===== src/rtl/simt_divmask_pkg.sv =====
package simt_divmask_pkg;

    typedef enum logic [1:0] {
        OP_NONE = 2'b00,
        OP_PUSH = 2'b01,
        OP_FLIP = 2'b10,
        OP_POP  = 2'b11
    } dm_op_e;

    typedef enum logic [1:0] {
        ST_EMPTY  = 2'b00,
        ST_NESTED = 2'b01,
        ST_FULL   = 2'b10
    } dm_state_e;

endpackage


===== src/rtl/dm_stack_store.sv =====
module dm_stack_store #(
    parameter int LANES = 32,
    parameter int DEPTH = 8,
    localparam int IDXW = (DEPTH > 1) ? $clog2(DEPTH) : 1
) (
    input  logic             clk,
    input  logic             wr_en,
    input  logic [IDXW-1:0]  wr_idx,
    input  logic [LANES-1:0] wr_data,
    input  logic [IDXW-1:0]  rd_idx,
    output logic [LANES-1:0] rd_data
);

    logic [LANES-1:0] slot [DEPTH];

    for (genvar g = 0; g < DEPTH; g++) begin : g_slot
        always_ff @(posedge clk) begin
            if (wr_en && (wr_idx == IDXW'(g))) begin
                slot[g] <= wr_data;
            end
        end
    end

    assign rd_data = slot[rd_idx];

endmodule


===== src/rtl/dm_ctrl.sv =====
module dm_ctrl
    import simt_divmask_pkg::*;
#(
    parameter int DEPTH = 8,
    localparam int SPW = $clog2(DEPTH + 1)
) (
    input  logic           clk,
    input  logic           rst_n,
    input  logic           cmd_valid,
    input  logic [1:0]     cmd_op,
    output logic           do_push,
    output logic           do_flip,
    output logic           do_pop,
    output logic [SPW-1:0] sp,
    output logic           ovf_err,
    output logic           unf_err
);

    dm_state_e state, state_nxt;
    logic      want_push, want_flip, want_pop;
    logic      ovf_nxt, unf_nxt;

    always_comb begin
        want_push = cmd_valid && (dm_op_e'(cmd_op) == OP_PUSH);
        want_flip = cmd_valid && (dm_op_e'(cmd_op) == OP_FLIP);
        want_pop  = cmd_valid && (dm_op_e'(cmd_op) == OP_POP);
    end

    // next state and accepted operations
    always_comb begin
        state_nxt = state;
        do_push   = 1'b0;
        do_flip   = 1'b0;
        do_pop    = 1'b0;
        ovf_nxt   = 1'b0;
        unf_nxt   = 1'b0;
        unique case (state)
            ST_EMPTY: begin
                if (want_push) begin
                    do_push   = 1'b1;
                    state_nxt = (DEPTH == 1) ? ST_FULL : ST_NESTED;
                end else if (want_flip || want_pop) begin
                    unf_nxt = 1'b1;
                end
            end
            ST_NESTED: begin
                if (want_push) begin
                    do_push   = 1'b1;
                    state_nxt = (sp == SPW'(DEPTH - 1)) ? ST_FULL : ST_NESTED;
                end else if (want_pop) begin
                    do_pop    = 1'b1;
                    state_nxt = (sp == SPW'(1)) ? ST_EMPTY : ST_NESTED;
                end else if (want_flip) begin
                    do_flip = 1'b1;
                end
            end
            ST_FULL: begin
                if (want_push) begin
                    ovf_nxt = 1'b1;
                end else if (want_pop) begin
                    do_pop    = 1'b1;
                    state_nxt = (DEPTH == 1) ? ST_EMPTY : ST_NESTED;
                end else if (want_flip) begin
                    do_flip = 1'b1;
                end
            end
            default: state_nxt = ST_EMPTY;
        endcase
    end

    // state register
    always_ff @(posedge clk) begin
        if (!rst_n) begin
            state <= ST_EMPTY;
        end else begin
            state <= state_nxt;
        end
    end

    // outputs: occupancy and error pulses
    always_ff @(posedge clk) begin
        if (!rst_n) begin
            sp      <= '0;
            ovf_err <= 1'b0;
            unf_err <= 1'b0;
        end else begin
            if (do_push) begin
                sp <= sp + SPW'(1);
            end else if (do_pop) begin
                sp <= sp - SPW'(1);
            end
            ovf_err <= ovf_nxt;
            unf_err <= unf_nxt;
        end
    end


    sp_bound_chk: assert property (@(posedge clk) disable iff (!rst_n)
        sp <= SPW'(DEPTH));


    empty_state_chk: assert property (@(posedge clk) disable iff (!rst_n)
        (state == ST_EMPTY) |-> (sp == '0));


    no_overflow_chk: assert property (@(posedge clk) disable iff (!rst_n)
        ovf_err |-> ($stable(sp) && (sp == SPW'(DEPTH))));


    no_underflow_chk: assert property (@(posedge clk) disable iff (!rst_n)
        unf_err |-> ($stable(sp) && (sp == '0)));


    one_op_chk: assert property (@(posedge clk) disable iff (!rst_n)
        $onehot0({do_push, do_flip, do_pop}));


    err_excl_chk: assert property (@(posedge clk) disable iff (!rst_n)
        !(ovf_err && unf_err));

endmodule


===== src/rtl/dm_mask_reg.sv =====
module dm_mask_reg #(
    parameter int LANES = 32
) (
    input  logic             clk,
    input  logic             rst_n,
    input  logic             do_push,
    input  logic             do_flip,
    input  logic             do_pop,
    input  logic             ovf_err,
    input  logic             unf_err,
    input  logic [LANES-1:0] pred,
    input  logic [LANES-1:0] top_mask,
    output logic [LANES-1:0] cur_mask,
    output logic             path_idle
);

    logic [LANES-1:0] mask_nxt;

    always_comb begin
        mask_nxt = cur_mask;
        if (do_push) begin
            mask_nxt = cur_mask & pred;
        end else if (do_flip) begin
            mask_nxt = top_mask & ~pred;
        end else if (do_pop) begin
            mask_nxt = top_mask;
        end
    end

    always_ff @(posedge clk) begin
        if (!rst_n) begin
            cur_mask  <= '1;
            path_idle <= 1'b0;
        end else begin
            cur_mask  <= mask_nxt;
            path_idle <= (do_push || do_flip) && (mask_nxt == '0);
        end
    end


    push_subset_chk: assert property (@(posedge clk) disable iff (!rst_n)
        do_push |=> ((cur_mask & ~$past(cur_mask)) == '0));


    ovf_hold_chk: assert property (@(posedge clk) disable iff (!rst_n)
        ovf_err |-> $stable(cur_mask));


    unf_hold_chk: assert property (@(posedge clk) disable iff (!rst_n)
        unf_err |-> $stable(cur_mask));


    idle_zero_chk: assert property (@(posedge clk) disable iff (!rst_n)
        path_idle |-> (cur_mask == '0));

endmodule


===== src/rtl/simt_divmask_top.sv =====
module simt_divmask_top
    import simt_divmask_pkg::*;
#(
    parameter int LANES = 32,
    parameter int DEPTH = 8
) (
    input  logic             clk,
    input  logic             rst_n,
    input  logic             cmd_valid,
    input  logic [1:0]       cmd_op,
    input  logic [LANES-1:0] pred,
    output logic [LANES-1:0] lane_mask,
    output logic             ovf_err,
    output logic             unf_err,
    output logic             path_idle
);

    localparam int SPW  = $clog2(DEPTH + 1);
    localparam int IDXW = (DEPTH > 1) ? $clog2(DEPTH) : 1;

    logic             do_push, do_flip, do_pop;
    logic [SPW-1:0]   sp;
    logic [LANES-1:0] top_mask;
    logic [IDXW-1:0]  wr_idx, rd_idx;

    assign wr_idx = IDXW'(sp);
    assign rd_idx = IDXW'(sp - SPW'(1));

    dm_ctrl #(.DEPTH(DEPTH)) u_ctrl (
        .clk       (clk),
        .rst_n     (rst_n),
        .cmd_valid (cmd_valid),
        .cmd_op    (cmd_op),
        .do_push   (do_push),
        .do_flip   (do_flip),
        .do_pop    (do_pop),
        .sp        (sp),
        .ovf_err   (ovf_err),
        .unf_err   (unf_err)
    );

    dm_stack_store #(.LANES(LANES), .DEPTH(DEPTH)) u_store (
        .clk     (clk),
        .wr_en   (do_push),
        .wr_idx  (wr_idx),
        .wr_data (lane_mask),
        .rd_idx  (rd_idx),
        .rd_data (top_mask)
    );

    dm_mask_reg #(.LANES(LANES)) u_mask (
        .clk       (clk),
        .rst_n     (rst_n),
        .do_push   (do_push),
        .do_flip   (do_flip),
        .do_pop    (do_pop),
        .ovf_err   (ovf_err),
        .unf_err   (unf_err),
        .pred      (pred),
        .top_mask  (top_mask),
        .cur_mask  (lane_mask),
        .path_idle (path_idle)
    );

endmodule


===== config.mk =====
export PLATFORM = sky130hd
export DESIGN_NAME = simt_divmask_top
export DESIGN_NICKNAME = d
export VERILOG_FILES = /design/src/rtl/simt_divmask_pkg.sv /design/src/rtl/dm_stack_store.sv /design/src/rtl/dm_ctrl.sv /design/src/rtl/dm_mask_reg.sv /design/src/rtl/simt_divmask_top.sv
export SDC_FILE = /design/constraint.sdc
export NUM_CORES = 1
export LEC_CHECK = 0
export ABC_CLOCK_PERIOD_IN_PS = 4800
export BUFFER_PORTS_ARGS = -buffer_cell sky130_fd_sc_hd__buf_2
export CAP_MARGIN = 20
export CORE_AREA = 5 5 149 151
export DETAILED_ROUTE_END_ITERATION = 12
export DIE_AREA = 0 0 154 156
export GPL_TIMING_DRIVEN = 0
export PLACE_DENSITY_LB_ADDON = 0.1
export RECOVER_POWER = 50
export SLEW_MARGIN = 25
export SYNTH_ARGS = -nofsm -noshare
export SYNTH_HDL_FRONTEND = slang
export SYNTH_HIERARCHICAL = 1
export SYNTH_SLANG_ARGS = --single-unit

===== constraint.sdc =====
create_clock -name clk -period 4.8 [get_ports clk]
set_input_delay 0.96 -clock clk [delete_from_list [all_inputs] [get_ports clk]]
set_output_delay 0.96 -clock clk [all_outputs]
set_load 0.01 [all_outputs]

== Word-level counts from Yosys, hierarchy flattened ==
Memory sizes are Yosys's and may differ from the RTL's.
Index checks and enable logic that the tools add are counted.
Storage, ports and cells
  bits of input ports: 37
  memories kept: 1
  register bits: 41
  output and inout port bits: 35
  bits in writable memories: 256
Memory list
  u_store.slot: words 8, width 32, read ports 1, clocked after memory_dff 0, wr ports 1, line dm_stack_store.sv:14  | logic [LANES-1:0] slot [DEPTH];
Operators by class
  muxes and demuxes: 60
  bitwise operators: 5
  reduce and logical (&&, ||, !) cells: 30
  equality and inequality tests: 18
  $add $sub $neg: 2
Operators with widths (count)
  2-to-1 mux 32 bit: 10
  OR reduction 32 bit: 7
  bitwise AND 32 bit: 2
  2-to-1 mux 1 bit: 34
  zero test 32 bit: 1
  NOT 32 bit: 1
  2-to-1 mux 3 bit: 7
  equality test 3 bit, second input constant: 4
  logical AND 1 bit: 12
  2-to-1 mux 2 bit: 6
  2-to-1 mux 4 bit: 2
  equality test 2 bit, second input constant: 3
  equality test 3 x 2 -> 1 bit, second input constant: 2
  one-hot mux 2 bit (3 select lines): 1
  adder 4 x 1 -> 4 bit, second input constant: 1
  equality test 2 x 1 -> 1 bit, second input constant: 2
  equality test 4 x 1 -> 1 bit, second input constant: 1
  equality test 4 x 3 -> 1 bit, second input constant: 1
  != test 2 x 1 -> 1 bit, second input constant: 2
  AND reduction 4 bit: 1
  OR reduction 2 bit: 2
  subtractor 4 x 1 -> 4 bit, second input constant: 1
  equality test 3 x 1 -> 1 bit, second input constant: 1
  zero test 3 bit: 1
  other kinds (8): 10

== Logic depth before layout (Yosys ltp) ==
  word-level depth: 15
  mapped depth: 13
  gate-level depth less buffers: 11

== By module ==
The synthesis kept the hierarchy.
Modules (own cells, without submodules)
  dm_stack_store: cells each 383, seq. area each 7687.4 µm², instances 1, area an instance 9825.7 µm²
  dm_mask_reg: cells each 245, seq. area each 660.6 µm², instances 1, area an instance 2063.2 µm²
  dm_ctrl: cells each 61, seq. area each 160.2 µm², instances 1, area an instance 540.5 µm²
  simt_divmask_top: cells each 5, seq. area each 0.0 µm², instances 1, area an instance 32.5 µm²

== Worst setup path after synthesis ==
Ideal clock, no wire load.
  path kind: in2reg
  start: input cmd_op[1]
  end: memory u_store.slot[2][0] (enable)
  stages on the path: 5
  slack: 581 ps
  arrival: 3758 ps
  setup time: 461 ps
  path buffers: 1
  path through: and3b_1 > and2_4 > buf_6 > nand2_1 > nor3_1
On the way
  word-level cells in the longest chain between the ends: 15
  elaborated cells between the ends (all ways): 49
  classes of those cells: eq/ne: 1; mux: 32; reduce/logical: 16
Ends and longest elaborated chain
  start, declared: line simt_divmask_top.sv:10  | input logic [1:0] cmd_op,
  equality test 2 x 1 -> 1 bit (*): line dm_ctrl.sv:24  | want_push = cmd_valid && (dm_op_e'(cmd_op) == OP_PUSH);
  logical AND 1 bit (*): line dm_ctrl.sv:24
  2-to-1 mux 1 bit (*): line dm_ctrl.sv:39, dm_ctrl.sv:47
  2-to-1 mux 1 bit (*)
  named net do_push: line simt_divmask_top.sv:21  | logic do_push, do_flip, do_pop;
  logical AND 1 bit: line dm_stack_store.sv:18  | if (wr_en && (wr_idx == IDXW'(g))) begin
  2-to-1 mux 1 bit: line dm_stack_store.sv:18
  2-to-1 mux 1 bit (not written as such): line dm_stack_store.sv:19  | slot[g] <= wr_data;
  OR reduction 32 bit (no source line)
  2-to-1 mux 3 bit (no source line) / 2-to-1 mux 1 bit (equally long branches) (7 in a row)
  end, declared: line dm_stack_store.sv:14
Mark *: on every way through the listed nets, which the timed path passes. The rest lies on a longest branch.

== Worst setup path in the final report ==
  start: register u_ctrl.sp[0]
  end: register u_mask.path_idle
On the way
  word-level cells in the longest chain between the ends: 7
  elaborated cells between the ends (all ways): 8
  classes of those cells: add/sub: 1; mux: 3; bitwise: 1; reduce/logical: 2; memory: 1
Ends and longest elaborated chain
  start, declared: line dm_ctrl.sv:14  | output logic [SPW-1:0] sp,
  start signal, assigned: line dm_ctrl.sv:88  | sp <= sp + SPW'(1);
  start signal, assigned: line dm_ctrl.sv:90  | sp <= sp - SPW'(1);
  subtractor 4 x 1 -> 4 bit (*)
  named net rd_idx[0]: line simt_divmask_top.sv:24  | logic [IDXW-1:0] wr_idx, rd_idx;
  memory read (8 x 32 bit) (*)
  named net top_mask[21]: line simt_divmask_top.sv:23  | logic [LANES-1:0] top_mask;
  2-to-1 mux 32 bit / bitwise AND 32 bit (equally long branches): line dm_mask_reg.sv:25, dm_mask_reg.sv:24
  2-to-1 mux 32 bit (*): line dm_mask_reg.sv:23  | end else if (do_flip) begin
  2-to-1 mux 32 bit (*): line dm_mask_reg.sv:21  | if (do_push) begin
  zero test 32 bit (*): line dm_mask_reg.sv:36  | path_idle <= (do_push || do_flip) && (mask_nxt == '0);
  logical AND 1 bit (*): line dm_mask_reg.sv:36
  end signal, assigned: line dm_mask_reg.sv:36
  end, declared: line dm_mask_reg.sv:14  | output logic path_idle
Marks and branches as above.
A chain may end at the register's enable or synchronous reset.

==> flow_summary.ini <==
[floorplan]
io_pins = 72
num_rows = 53
die_h_um = 156
initial_utilization = 0.602
core_area_um2 = 20700
dieArea_um2 = 24000
fp.dieW_um = 154

[cells_and_area]
areaGrowthSynthToFinish_pct = 16.2
fillers = 1339
final_nets = 859
diodes = 0
drive_gt1_frac = 0.275

[critical_path]
start_kind = flip-flop
cp_cell_sequence = inv_1 > ha_1 > xor2_1 > clkbuf_1 > buf_2 > mux4_1 > mux2_2 > mux2i_1 > o2111ai_1 > nor4_1 > nand4_1 > nor3_1 > and4_1
critPathSlowestCell = dfxtp_1
path_buf_inv = 3
path_class = reg2reg
crit_arrival_ns = 4.81
critPathTopFamily = simple AND/OR/NAND/NOR gates
slowest_delay_ns = 0.62
end_kind = flip-flop
cp.required_ns = 5.26
crit_path_max_fanout = 13
rrSetupSlack_ns = 0.46

[logic_synthesis]
synth-seq-area-share = 0.683
synth_edf_count = 256
synth_common_cells = edfxtp_1 (256), dfxtp_1 (41), mux4_1 (40)
synth_flop_cell = edfxtp_1
yosys-top-cells-area = edfxtp_1 (62%), mux4_1 (8.4%), dfxtp_1 (6.6%), mux4_2 (4.3%), mux2_2 (2.9%)
netlist_area_um2 = 12500
avgSynthCellArea_um2 = 18.0
synth_top_cell_area_share = 0.617
synth_nets = 739
synth_cells = 694
synth.most_common_cell = edfxtp_1
async_reset_ff_frac = 0
yosys.area.top_type = edfxtp_1
synth.ff_latch_count = 297
ys.warnings.count = 6
ys_types = 58

[pwr]
p_clk_frac = 0.350
peakVddDrop_uv = 376
power.density_nw_per_um2 = 446
switching_share = 0.249
p_switching_w = 0.00161
leakagePower_nw = 4.91
p_comb_frac = 0.166
p_int_w = 0.00485
pwr-share-seq = 0.485

[sta]
worst_slew_pin_slew_ns = 1.37
slew_viol_final = 0
fmax_ghz = 0.230
slew_headroom = 0.0813
fin_crit_sh = 0.905
finalSetupTns_ns = 0
min_period_ns = 4.34
setup_violations = 0
rsz0062_at_grt = no
holdWs_ns = 0.498
finClkSkew_ns = 0.0184
hold_viol_final = 0

[clocking]
htreeDepth = 1
hold_buffers = 0
cts_tree = done
cts_resized = 0
numClockSinks = 297
post-cts-setup-buffers = 0
ctsLongestPathBuffers = 3
worstSkewPairLatency_ns = 0.54
cts-root-buf = clkbuf_16
clk_pin_slew_worst_paths_ns = 0.06
cts_made_buffers = 29

[min_path]
hp-class = reg2reg

[place]
post-dp-hpwl_mm = 18.6
port_buffers = 71
gp_congestion = 0.837

[detailed_routing]
drt-initial-drc-count = 494
drt-total-wl_mm = 28.2
remaining_drc_errors = 0
first_pass_iters = 5
vias = 6967
wire_per_inst_um = 25.4
antenna_left = 0
vias_per_cell = 6.27

[run]
drv_cap = 0

[grt]
grt_use_total = 0.238
grt_max_degree = 18
grt.overflow.total = 0
antenna_found_initial = 0
grt_pass1_vias = 7405
grt_first_pass_wirelength_mm = 43.3

[run_status]
status = complete, no violations
[final timing paths]
| kind | start | end | cells after the start |
|---|---|---|---|
| max | u_ctrl/sp[0] | u_mask/path_idle | 13 |
| min reg2reg | u_ctrl/sp[3] | u_ctrl/sp[3] | 2 |
| min | u_ctrl/sp[3] | u_ctrl/sp[3] | 2 |
| max reg2reg | u_ctrl/sp[0] | u_mask/path_idle | 13 |
[layout by cell type, fill, tap and decap left out, types with 18 or more instances in the layout]
cell	netlist	routed
buf_2	11	72
edfxtp_1	256	256
mux2i_1	32	32
clkbuf_16	0	29
clkbuf_1	9	28
nand3_1	20	20
or2_2	18	18
mux4_2	24	24
nand2b_1	19	19
mux4_1	40	40
dfxtp_1	41	41
nand2_1	25	25
mux2_2	32	32
[power groups by stage]
stage	Clock, W	Combinational (W)	Sequential (W)
after floorplan	0	0.000722	0.00316
after global placement	0	0.00102	0.00316
after detailed placement	0	0.00107	0.00319
after CTS	0.00230	0.00108	0.00313
after global routing	0.00242	0.00115	0.00316
final	0.00226	0.00107	0.00313
[routing by layer]
layer | up-vias | global-route usage | share of wire
met4 | 0 | 0.0715 | 0.026
met1 | 3560 | 0.319 | 0.40
met3 | 63 | 0.0397 | 0.068
li1 | 3077 | - | -
met5 | - | 0 | 0
met2 | 267 | 0.406 | 0.51
[final cells by class]
cell class / instances / area, um^2 / share of cell area
sequential: 297 / 8510 / 0.588
multi-input combinational: 345 / 3670 / 0.254
clock inverter: 6 / 77.6 / 0.00536
tap: 275 / 344 / 0.0238
timing repair buffer: 89 / 686 / 0.0474
inverter: 14 / 52.6 / 0.00363
buffer: 38 / 246 / 0.0170
clock buffer: 47 / 893 / 0.0617
[worst register-to-register path: cells and delay by family, from the launching register on]
family / cells / cell delay (ns)
multiplexers: 3 / 0.80
flip-flops: 1 / 0.62
buffers and inverters: 3 / 1.07
AO/OA/AOI/OAI: 1 / 0.17
adder cells (fa/ha/maj): 1 / 0.24
AND/OR/NAND/NOR: 4 / 1.21
XOR/XNOR: 1 / 0.15
[registers in the layout, summed over array words and instances (netlist names)]
register	flops
u_ctrl/ovf_err	1
u_ctrl/sp	4
u_ctrl/state	2
u_ctrl/unf_err	1
u_mask/cur_mask	32
u_mask/path_idle	1
u_store/slot	256
[kinds of logic after synthesis]
logic type	share of synthesized area
muxes	0.182
xor gates and xnor gates	0.00141
AOI/OAI and AO/OA	0.0338
buffers and inverters	0.0246
DFF	0.683
and+or+nand+nor	0.0671
adders and majority gates	0.00803
[stage by stage]
step                area (um^2)  std cells  total power [W]  utilization  worst slack (ns)
global route              14500       1111          0.00673        0.700             0.253
detailed placement        13600       1058          0.00425        0.655             0.547
finish                    14500       1111          0.00646        0.700             0.456
floorplan                 12500        694          0.00388            -             0.581
global placement          13200       1040          0.00419        0.636             -1.94
CTS                       14500       1111          0.00651        0.702             0.526
No activity file was read; power rests on OpenSTA's default activity.
